[src/rtl/lumreg_pkg.sv]
package lumreg_pkg;
    localparam int BYTE_W = 8;
    localparam int IDX_W  = 5;

    localparam logic [6:0] ADDR_PREFIX_HI = 3'b101 << 4;
    localparam logic [6:0] ALLCALL_ADDR   = 7'b1011000;
    localparam logic [6:0] SWRST_ADDR     = 7'b1011011;

    localparam logic [2:0] STEP_NONE = 3'b000;
    localparam logic [2:0] STEP_INC  = 3'b001;

    localparam logic [7:0] MODE_SEL_BYTE = 8'h1A;
    localparam logic [7:0] MODE_RST_VAL  = 8'h03;

    localparam int MODE_LIMIT_BIT = 7;
    localparam int MODE_GUARD0    = 6;
    localparam int MODE_SLOW_BIT  = 3;
    localparam int MODE_GUARD1    = 1;
    localparam int MODE_ALL_BIT   = 0;

    typedef enum logic [2:0] {
        ST_IDLE,
        ST_ADDR,
        ST_REG,
        ST_WDATA,
        ST_RDATA,
        ST_SKIP
    } dec_state_e;

    typedef enum logic [1:0] {
        TGT_NONE,
        TGT_BRIGHT,
        TGT_MODE
    } tgt_e;
endpackage

[src/rtl/lumreg_addr_match.sv]
module lumreg_addr_match
    import lumreg_pkg::*;
(
    input  logic [6:0] addr7,
    input  logic [3:0] strap,
    input  logic       allcall_en,
    output logic       own_hit,
    output logic       all_hit
);
    logic [6:0] own_addr;

    always_comb begin
        own_addr = ADDR_PREFIX_HI | {3'b000, strap};
        own_hit  = (addr7 == own_addr) && (own_addr != SWRST_ADDR);
        all_hit  = allcall_en && (addr7 == ALLCALL_ADDR);
    end
endmodule

[src/rtl/lumreg_regfile.sv]
module lumreg_regfile
    import lumreg_pkg::*;
#(
    parameter int NUM_CH = 16,
    localparam int CH_W = $clog2(NUM_CH)
) (
    input  logic                           clk,
    input  logic                           rst_n,
    input  logic                           wr_en,
    input  logic [CH_W-1:0]                wr_idx,
    input  logic [BYTE_W-1:0]              wr_data,
    input  logic                           commit,
    input  logic [BYTE_W-1:0]              commit_val,
    input  logic [CH_W-1:0]                rd_idx,
    output logic [BYTE_W-1:0]              rd_bright,
    output logic [NUM_CH-1:0][BYTE_W-1:0]  bright_arr,
    output logic [BYTE_W-1:0]              mode_q
);
    typedef struct packed {
        logic [NUM_CH-1:0][BYTE_W-1:0] bright;
        logic [BYTE_W-1:0]             mode;
    } rf_t;

    rf_t rf_d, rf_q;

    always_comb begin
        rf_d = rf_q;
        if (commit) begin
            if (commit_val[MODE_LIMIT_BIT]) begin
                rf_d.bright = '0;
                rf_d.mode   = MODE_RST_VAL;
            end else begin
                rf_d.mode   = commit_val;
            end
        end else if (wr_en) begin
            rf_d.bright[wr_idx] = wr_data;
        end
    end

    always_ff @(posedge clk or negedge rst_n) begin
        if (!rst_n) begin
            rf_q.bright <= '0;
            rf_q.mode   <= MODE_RST_VAL;
        end else begin
            rf_q <= rf_d;
        end
    end

    assign rd_bright  = rf_q.bright[rd_idx];
    assign bright_arr = rf_q.bright;
    assign mode_q     = rf_q.mode;
endmodule

[src/rtl/lumreg_cmd_fsm.sv]
module lumreg_cmd_fsm
    import lumreg_pkg::*;
#(
    parameter int NUM_CH = 16,
    localparam int CH_W = $clog2(NUM_CH)
) (
    input  logic              clk,
    input  logic              rst_n,
    input  logic              bidir_en,
    input  logic              bus_start,
    input  logic              bus_stop,
    input  logic              byte_vld,
    input  logic [BYTE_W-1:0] byte_in,
    input  logic              rd_req,
    input  logic              own_hit,
    input  logic              all_hit,
    input  logic [BYTE_W-1:0] rd_bright,
    input  logic [BYTE_W-1:0] mode_q,
    output logic [CH_W-1:0]   ptr,
    output logic              wr_en,
    output logic              commit,
    output logic [BYTE_W-1:0] commit_val,
    output logic              ack_o,
    output logic              rd_vld,
    output logic [BYTE_W-1:0] rd_data
);
    localparam logic [CH_W-1:0] LAST_CH = CH_W'(NUM_CH - 1);

    typedef struct packed {
        dec_state_e        st;
        tgt_e              tgt;
        logic              step;
        logic [CH_W-1:0]   ptr;
        logic              pend;
        logic [BYTE_W-1:0] pend_val;
        logic              ack;
        logic              rvld;
        logic [BYTE_W-1:0] rdat;
    } fsm_t;

    fsm_t s_d, s_q;

    logic [2:0]       step_code;
    logic [IDX_W-1:0] reg_idx;
    logic             idx_is_bright;
    logic             mode_byte_ok;
    logic [CH_W-1:0]  ptr_next;

    always_comb begin
        step_code     = byte_in[7:5];
        reg_idx       = byte_in[IDX_W-1:0];
        idx_is_bright = (int'(reg_idx) < NUM_CH);
        mode_byte_ok  = !byte_in[MODE_GUARD0] && byte_in[MODE_GUARD1];
        ptr_next      = (s_q.ptr == LAST_CH) ? '0 : s_q.ptr + 1'b1;
    end

    always_comb begin
        s_d        = s_q;
        s_d.ack    = 1'b0;
        s_d.rvld   = 1'b0;
        wr_en      = 1'b0;
        commit     = 1'b0;
        commit_val = s_q.pend_val;

        if (bus_stop) begin
            s_d.st   = ST_IDLE;
            commit   = s_q.pend;
            s_d.pend = 1'b0;
        end else if (bus_start) begin
            s_d.st = ST_ADDR;
        end else if (byte_vld) begin
            unique case (s_q.st)
                ST_ADDR: begin
                    if (own_hit || all_hit) begin
                        s_d.ack = 1'b1;
                        s_d.st  = byte_in[0] ? ST_RDATA : ST_REG;
                    end else begin
                        s_d.st  = ST_SKIP;
                    end
                end
                ST_REG: begin
                    s_d.ack  = 1'b1;
                    s_d.st   = ST_WDATA;
                    s_d.ptr  = reg_idx[CH_W-1:0];
                    s_d.step = (step_code == STEP_INC);
                    if (byte_in == MODE_SEL_BYTE) begin
                        s_d.tgt = TGT_MODE;
                    end else if (((step_code == STEP_NONE) || (step_code == STEP_INC))
                                 && idx_is_bright) begin
                        s_d.tgt = TGT_BRIGHT;
                    end else begin
                        s_d.tgt = TGT_NONE;
                    end
                end
                ST_WDATA: begin
                    s_d.ack = 1'b1;
                    if (s_q.tgt == TGT_BRIGHT) begin
                        wr_en = 1'b1;
                        if (s_q.step) s_d.ptr = ptr_next;
                    end else if ((s_q.tgt == TGT_MODE) && mode_byte_ok) begin
                        s_d.pend     = 1'b1;
                        s_d.pend_val = byte_in;
                    end
                end
                default: ;
            endcase
        end else if (rd_req && (s_q.st == ST_RDATA)) begin
            s_d.rvld = 1'b1;
            unique case (s_q.tgt)
                TGT_BRIGHT: begin
                    s_d.rdat = rd_bright;
                    if (s_q.step) s_d.ptr = ptr_next;
                end
                TGT_MODE: s_d.rdat = mode_q;
                default:  s_d.rdat = '0;
            endcase
        end

        if (!bidir_en) begin
            s_d.ack  = 1'b0;
            s_d.rvld = 1'b0;
            s_d.rdat = '0;
        end
    end

    always_ff @(posedge clk or negedge rst_n) begin
        if (!rst_n) begin
            s_q.st       <= ST_IDLE;
            s_q.tgt      <= TGT_NONE;
            s_q.step     <= 1'b0;
            s_q.ptr      <= '0;
            s_q.pend     <= 1'b0;
            s_q.pend_val <= MODE_RST_VAL;
            s_q.ack      <= 1'b0;
            s_q.rvld     <= 1'b0;
            s_q.rdat     <= '0;
        end else begin
            s_q <= s_d;
        end
    end

    assign ptr     = s_q.ptr;
    assign ack_o   = s_q.ack;
    assign rd_vld  = s_q.rvld;
    assign rd_data = s_q.rdat;
endmodule

[src/rtl/lumreg_cmd_decoder.sv]
module lumreg_cmd_decoder
    import lumreg_pkg::*;
#(
    parameter int NUM_CH = 16,
    localparam int CH_W = $clog2(NUM_CH),
    localparam int BR_W = NUM_CH * BYTE_W
) (
    input  logic              clk,
    input  logic              rst_n,
    input  logic [3:0]        addr_strap,
    input  logic              bidir_en,
    input  logic              bus_start,
    input  logic              bus_stop,
    input  logic              byte_vld,
    input  logic [BYTE_W-1:0] byte_in,
    input  logic              rd_req,
    output logic              ack_o,
    output logic              rd_vld,
    output logic [BYTE_W-1:0] rd_data,
    output logic [BR_W-1:0]   bright_o,
    output logic              pwm_slow,
    output logic              allcall_en,
    output logic [BYTE_W-1:0] mode_o
);
    logic                          own_hit, all_hit;
    logic [CH_W-1:0]               ptr;
    logic                          wr_en, commit;
    logic [BYTE_W-1:0]             commit_val, rd_bright, mode_q;
    logic [NUM_CH-1:0][BYTE_W-1:0] bright_arr;

    lumreg_addr_match u_match (
        .addr7      (byte_in[7:1]),
        .strap      (addr_strap),
        .allcall_en (mode_q[MODE_ALL_BIT]),
        .own_hit    (own_hit),
        .all_hit    (all_hit)
    );

    lumreg_cmd_fsm #(.NUM_CH(NUM_CH)) u_fsm (
        .clk        (clk),
        .rst_n      (rst_n),
        .bidir_en   (bidir_en),
        .bus_start  (bus_start),
        .bus_stop   (bus_stop),
        .byte_vld   (byte_vld),
        .byte_in    (byte_in),
        .rd_req     (rd_req),
        .own_hit    (own_hit),
        .all_hit    (all_hit),
        .rd_bright  (rd_bright),
        .mode_q     (mode_q),
        .ptr        (ptr),
        .wr_en      (wr_en),
        .commit     (commit),
        .commit_val (commit_val),
        .ack_o      (ack_o),
        .rd_vld     (rd_vld),
        .rd_data    (rd_data)
    );

    lumreg_regfile #(.NUM_CH(NUM_CH)) u_rf (
        .clk        (clk),
        .rst_n      (rst_n),
        .wr_en      (wr_en),
        .wr_idx     (ptr),
        .wr_data    (byte_in),
        .commit     (commit),
        .commit_val (commit_val),
        .rd_idx     (ptr),
        .rd_bright  (rd_bright),
        .bright_arr (bright_arr),
        .mode_q     (mode_q)
    );

    for (genvar g = 0; g < NUM_CH; g++) begin : g_flat
        assign bright_o[g*BYTE_W +: BYTE_W] = bright_arr[g];
    end

    assign mode_o     = mode_q;
    assign pwm_slow   = mode_q[MODE_SLOW_BIT];
    assign allcall_en = mode_q[MODE_ALL_BIT];
endmodule

[config.mk]
export PLATFORM = sky130hd
export DESIGN_NAME = lumreg_cmd_decoder
export DESIGN_NICKNAME = d
export VERILOG_FILES = /design/src/rtl/lumreg_pkg.sv /design/src/rtl/lumreg_addr_match.sv /design/src/rtl/lumreg_regfile.sv /design/src/rtl/lumreg_cmd_fsm.sv /design/src/rtl/lumreg_cmd_decoder.sv
export SDC_FILE = /design/constraint.sdc
export NUM_CORES = 1
export LEC_CHECK = 0
export CAP_MARGIN = 10
export CORE_MARGIN = 2
export CORE_UTILIZATION = 40
export CTS_BUF_LIST = sky130_fd_sc_hd__clkbuf_16
export DETAILED_ROUTE_END_ITERATION = 6
export PLACE_DENSITY = 0.76
export SLEW_MARGIN = 15
export SYNTH_ARGS = -nofsm -noshare
export SYNTH_HDL_FRONTEND = slang
export SYNTH_SLANG_ARGS = --single-unit
[constraint.sdc]
create_clock -name clk -period 2.09 [get_ports clk]
set_input_delay 0.627 -clock clk [delete_from_list [all_inputs] [get_ports clk]]
set_output_delay 0.627 -clock clk [all_outputs]
set_load 0.05 [all_outputs]
======== Word level (Yosys, flattened, before mapping) ========
Index checks and enable logic that the tools add are counted.
cells by class
  equality and inequality tests ........... 20
  mux-type cells .......................... 43
  bitwise gates (word level) .............. 3
  $add $sub $neg .......................... 1
  reduce and logical (&&, ||, !) cells .... 26
  order comparisons ....................... 3
operators with widths
  cell                number
  $mux 128            3
  $bwmux 128          1
  $mux 9              5
  $bmux 8 s4          1
  $demux 8 s4         1
  $mux 10             3
  $mux 4              5
  $mux 19             1
  $mux 8              2
  $pmux 8 s2          1
  $mux 3              5
  $reduce_and 4->1    3
  $reduce_bool 2->1   5
  $mux 1              9
  $eq 8x5->1 const B  1
  $ne 2x2->1 const B  4
  $pmux 4 s2          1
  $eq 7x7->1          1
  $eq 7x7->1 const B  1
  $logic_and 1x1->1   7
  $mux 7              1
  $eq 3x1->1 const B  2
  $eq 3x2->1 const B  2
  $mux 6              1
  other kinds (24)    30
word-level totals
  bits of input ports ..................... 19
  flip-flop bits (word level) ............. 165

======== Longest topological paths before layout ========
  word-level depth ........................ 10
  depth in mapped cells ................... 9

======== Cells and area by module ========
A second synthesis with hierarchy kept.
second synthesis, totals
  cells, all modules ...................... 1,016
  area total of the unflattened synthesis .. 9,479.1 sq um
by module, submodules not included
  module              area each (sq um)  cells an instance  instances
  lumreg_regfile      7,783.7            858                1
  lumreg_cmd_fsm      1,596.5            146                1
  lumreg_addr_match   83.8               10                 1
  lumreg_cmd_decoder  15.0               2                  1

======== Worst setup path before layout ========
Ideal clock, no wire load.
  kind .................................... input -> register
  from .................................... input port bus_stop
  to ...................................... register u_rf.rf_q, in the netlist u_rf.bright_arr[76]
  arrival ................................. 2,231 ps
  path buffers ............................ 3
  setup slack ............................. -215 ps
  cell stages on the path ................. 8
  library setup time ...................... 74 ps
  data required time ...................... 2,016 ps
  path through ............................ buf_6 > or4b_4 > o41ai_4 > buf_6 > and3_4 > buf_12 > nand3_1 > o21ai_2
between the ends
  cells in the longest elaborated chain, start to end .. 3
  elaborated cells between the ends (all ways) .. 6
ends and longest elaborated chain
  element                                                           RTL line                  text
  start: declaration                                                lumreg_cmd_decoder.sv:13  input logic bus_stop,
  $mux 1                                                            lumreg_cmd_fsm.sv:65      if (bus_stop) begin
  $ne 2x1->1 (no line) / $reduce_bool 2->1 (equally long branches)  --
  $reduce_and 2->1 (no line)                                        --
  end signal: assignment                                            lumreg_regfile.sv:45      rf_q <= rf_d;
  end: declaration                                                  lumreg_regfile.sv:24      rf_t rf_d, rf_q;
Parallel ways exist; a longest one is shown, timed or not.
A chain may end at the register's enable or synchronous reset.

======== Worst setup path after layout ========
  from .................................... register u_fsm.s_q[28] in the netlist's numbering
  to ...................................... register u_rf.rf_q, in the netlist u_rf.bright_arr[65]
between the ends
  cells in the longest elaborated chain, start to end .. 7
ends and longest elaborated chain
  element                      RTL line              text
  start: declaration           lumreg_cmd_fsm.sv:41  fsm_t s_d, s_q;
  $eq 3x2->1                   lumreg_cmd_fsm.sv:72  unique case (s_q.st)
  $mux 1                       lumreg_cmd_fsm.sv:72
  $mux 1                       lumreg_cmd_fsm.sv:71  end else if (byte_vld) begin
  $mux 1                       lumreg_cmd_fsm.sv:69  end else if (bus_start) begin
  $mux 1                       lumreg_cmd_fsm.sv:65
  $reduce_bool 2->1 (no line)  --
  $reduce_and 2->1 (no line)   --
No other way between the ends.

==> flow_summary.json <==
{
  "grt_usage": 0.251,
  "totalWireLength_um": 27700,
  "via_per_inst": 5.82,
  "synth.most_common_cell": "dfrtp_1",
  "ys.warnings.count": 0,
  "cp-start-kind": "flip-flop",
  "antenna_found_initial": 0,
  "via_count": 7466,
  "cpMostUsedCell": "buf_12",
  "io_pins": 167,
  "grt_max_degree": 73,
  "crit_path_top_delay_cell": "or4b_4",
  "grt_overflow": 0,
  "violations": "setup timing",
  "gp_congestion": 0.863,
  "grtUsageMet3": 0.0549,
  "setup_violations": 38,
  "dr.pass1.iters": 5,
  "ff2ff_path_depth": 8,
  "slowest_delay_ps": 560,
  "r2r_start": "u_fsm.s_q[28]$_DFFE_PN0P_",
  "rows": 52,
  "crit_path_start": "u_fsm.s_q[28]$_DFFE_PN0P_",
  "syn_inst": 816,
  "p_int_mw": 5.13,
  "cts_sinks": 164,
  "synth_edf_count": 0,
  "path_cells": "or4b_4 -> o41ai_4 -> buf_4 -> buf_12 -> and3_4 -> buf_12 -> nand3_2 -> o21ai_1",
  "yosys.area.top_type_share": 0.479,
  "cts.clk_slew.worst_paths_ps": 70,
  "max_cap_viol_count": 0,
  "whs_ps": 149,
  "p_per_area_nw_per_um2": 609,
  "port_buffers": 165,
  "h-tree-depth": 4,
  "synth.area.top_cells": "dfrtp_1 48%, mux4_2 8.6%, nand3_1 6.5%, nand2_1 6.3%, o21ai_0 5.9%",
  "setup_tns_ps": -443,
  "p_clk_frac": 0.463,
  "final_nets": 1025,
  "cts_hold_buf": 0,
  "initial_core_util": 0.411,
  "fp.dieArea_um2": 22100,
  "clock_path_buffers": 2,
  "skew_ps": 9.03,
  "combinationalPowerShare": 0.070,
  "fin_util": 0.551,
  "cts_root_buf": "clkbuf_16",
  "rrSetupSlack_ps": -30,
  "path_max_fanout": 8,
  "grt_pass1_wl_um": 42200,
  "final_hold_viol_count": 0,
  "cp_data_required_time_ps": 2450,
  "synth_nets": 841,
  "dpl.hpwl_um": 19100,
  "syn_avg_cell_area_um2": 10.2,
  "worstHoldPathType": "input port to asynchronous set/reset pin",
  "yosys-top-cells-count": "160 x dfrtp_1, 141 x nand2_1, 109 x nand3_1, 98 x o21ai_0, 36 x clkbuf_1",
  "yosys.area.top_type": "dfrtp_1",
  "rsz0062_at_grt": "true",
  "syn-cell-area_um2": 8360,
  "cts_tree": "yes",
  "grt_pass1_vias": 7138,
  "syn_to_final_growth_pct": 34.1,
  "clk_latency_ps": 440,
  "switching_share": 0.249,
  "status": "complete, but fails checks",
  "max_slew.worst_pin.slew_ps": 676,
  "dieHeight_um": 149,
  "synthFlopType": "dfrtp_1",
  "peakVddDrop_mv": 0.515,
  "fp.coreArea_um2": 20400,
  "grt_util_met1": 0.351,
  "relSlewSlack": 0.549,
  "r2r_end": "u_rf.bright_arr[65]$_DFFE_PN0P_",
  "die_w_um": 149,
  "met2_usage": 0.384,
  "drtIter0Drc": 826,
  "p_seq_frac": 0.467,
  "synth_cell_types": 53,
  "crit_path_end_kind": "flip-flop",
  "p_switching_mw": 1.70,
  "setup_ws_ps": -30.1,
  "path_class": "flip-flop to flip-flop",
  "antenna_cells": 0,
  "fin_crit_sh": 1.01,
  "drive_gt1_frac": 0.371,
  "postRouteAntennaNets": 0,
  "synthArstFlopShare": 1.00,
  "synth-seq-cells": 164,
  "fmax_mhz": 472,
  "crit_arrival_ps": 2480,
  "wl_per_cell_um": 21.6,
  "drv_slew": 0,
  "p_leak_nw": 5.15,
  "cts_buffers": 17,
  "fin_crit_ps": 2120,
  "ys_seq_area_frac": 0.491,
  "grt_busiest_layer": "met2",
  "drc": 0
}
-- what timing repair did --
item                       4_1_cts  5_1_grt
setup buffers                    2        0
setup endpoints to repair      133      134
pin swaps                        0        4
resized for setup               19       68
gates cloned                     2        5
-- state kept, by name, indices dropped and copies added (netlist names) --
register,cells
u_fsm.rd_vld,1
u_fsm.commit_val,8
u_rf.bright_arr,128
u_fsm.s_q,7
u_fsm.ack_o,1
u_fsm.rd_data,8
u_fsm.ptr,4
u_rf.mode_q,7
-- power groups by stage --
stage	sequential (mW)	combinational (mW)	clock, mW
2_1_floorplan	3.24	0.194	0
3_3_place_gp	3.25	0.464	0
3_5_place_dp	3.25	0.466	0
4_1_cts	3.19	0.469	3.17
5_1_grt	3.19	0.512	3.29
6_report	3.19	0.480	3.16
-- routing by layer --
layer	wire (um)	up-vias
li1	-	3273
met1	11300	3698
met2	13000	443
met3	2650	52
met4	731	0
met5	0	-
-- worst max-delay path by stage --
stage                                       endpoint  slack, ps  cells after the start
floorplan            u_rf.bright_arr[76]$_DFFE_PN0P_       -210                      8
global placement    u_rf.bright_arr[122]$_DFFE_PN0P_       -600                      6
detailed placement  u_rf.bright_arr[125]$_DFFE_PN0P_       -650                      6
CTS                  u_rf.bright_arr[58]$_DFFE_PN0P_        -20                      7
global route         u_rf.bright_arr[27]$_DFFE_PN0P_       -100                      8
finish               u_rf.bright_arr[65]$_DFFE_PN0P_        -30                      8
-- critical path: cells and delay by family (launching register included) --
kind | cells | cell delay [ps]
buffers and inverters | 3 | 470
AND/OR/NAND/NOR | 3 | 850
AO/OA/AOI/OAI | 2 | 300
flip-flops | 1 | 400
-- kinds of logic after synthesis --
| group | count (synthesis) | share of synthesized area |
|---|---|---|
| multiplexers | 64 | 0.125 |
| AND/OR/NAND/NOR | 307 | 0.174 |
| flip-flops | 164 | 0.491 |
| AO/OA/AOI/OAI | 173 | 0.128 |
| other | 1 | 0.000448 |
| buffers and inverters | 97 | 0.0681 |
| XOR/XNOR | 4 | 0.00419 |
| adder cells (fa/ha/maj) | 6 | 0.00898 |
-- per-stage QoR --
stage	total power [mW]	area, um2	instances	setup WS (ps)
detailed placement	3.71	10300	1243	-653
floorplan	3.44	8410	816	-214
global placement	3.71	10300	1243	-598
finish	6.83	11200	1283	-30.1
global route	6.99	11200	1283	-104
CTS	6.83	11000	1278	-20.2
-- layout make-up --
class | instances | area, um2
Sequential cell | 164 | 4110
Clock buffer | 17 | 425
Timing Repair Buffer | 248 | 2200
Clock inverter | 15 | 156
Multi-Input combinational cell | 557 | 3940
Tap cell | 270 | 338
Inverter | 12 | 45.0
Fill cell | 1690 | 9150
-- placed cells by master (no fill, tap or decap), drive strengths merged, types with 2 or more instances in the layout --
| cell | n |
|---|---|
| nand4 | 3 |
| mux4 | 32 |
| nand3 | 109 |
| and3 | 15 |
| o21ai | 120 |
| o41ai | 2 |
| nand2b | 7 |
| clkdlybuf4s50 | 14 |
| clkinvlp | 4 |
| a21oi | 15 |
| clkinv | 4 |
| xnor2 | 3 |
| nor3 | 4 |
| and2 | 8 |
| dfstp | 4 |
| clkdlybuf4s15 | 2 |
| a221o | 7 |
| mux2i | 28 |
| inv | 17 |
| mux2 | 4 |
| o22ai | 2 |
| a22oi | 18 |
| nor2 | 10 |
| and4b | 2 |
| nor2b | 4 |
| nor3b | 2 |
| dfrtp | 160 |
| ha | 6 |
| bufinv | 2 |
| clkbuf | 19 |
| buf | 229 |
| nand2 | 141 |
(Power assumes the default switching activity.)
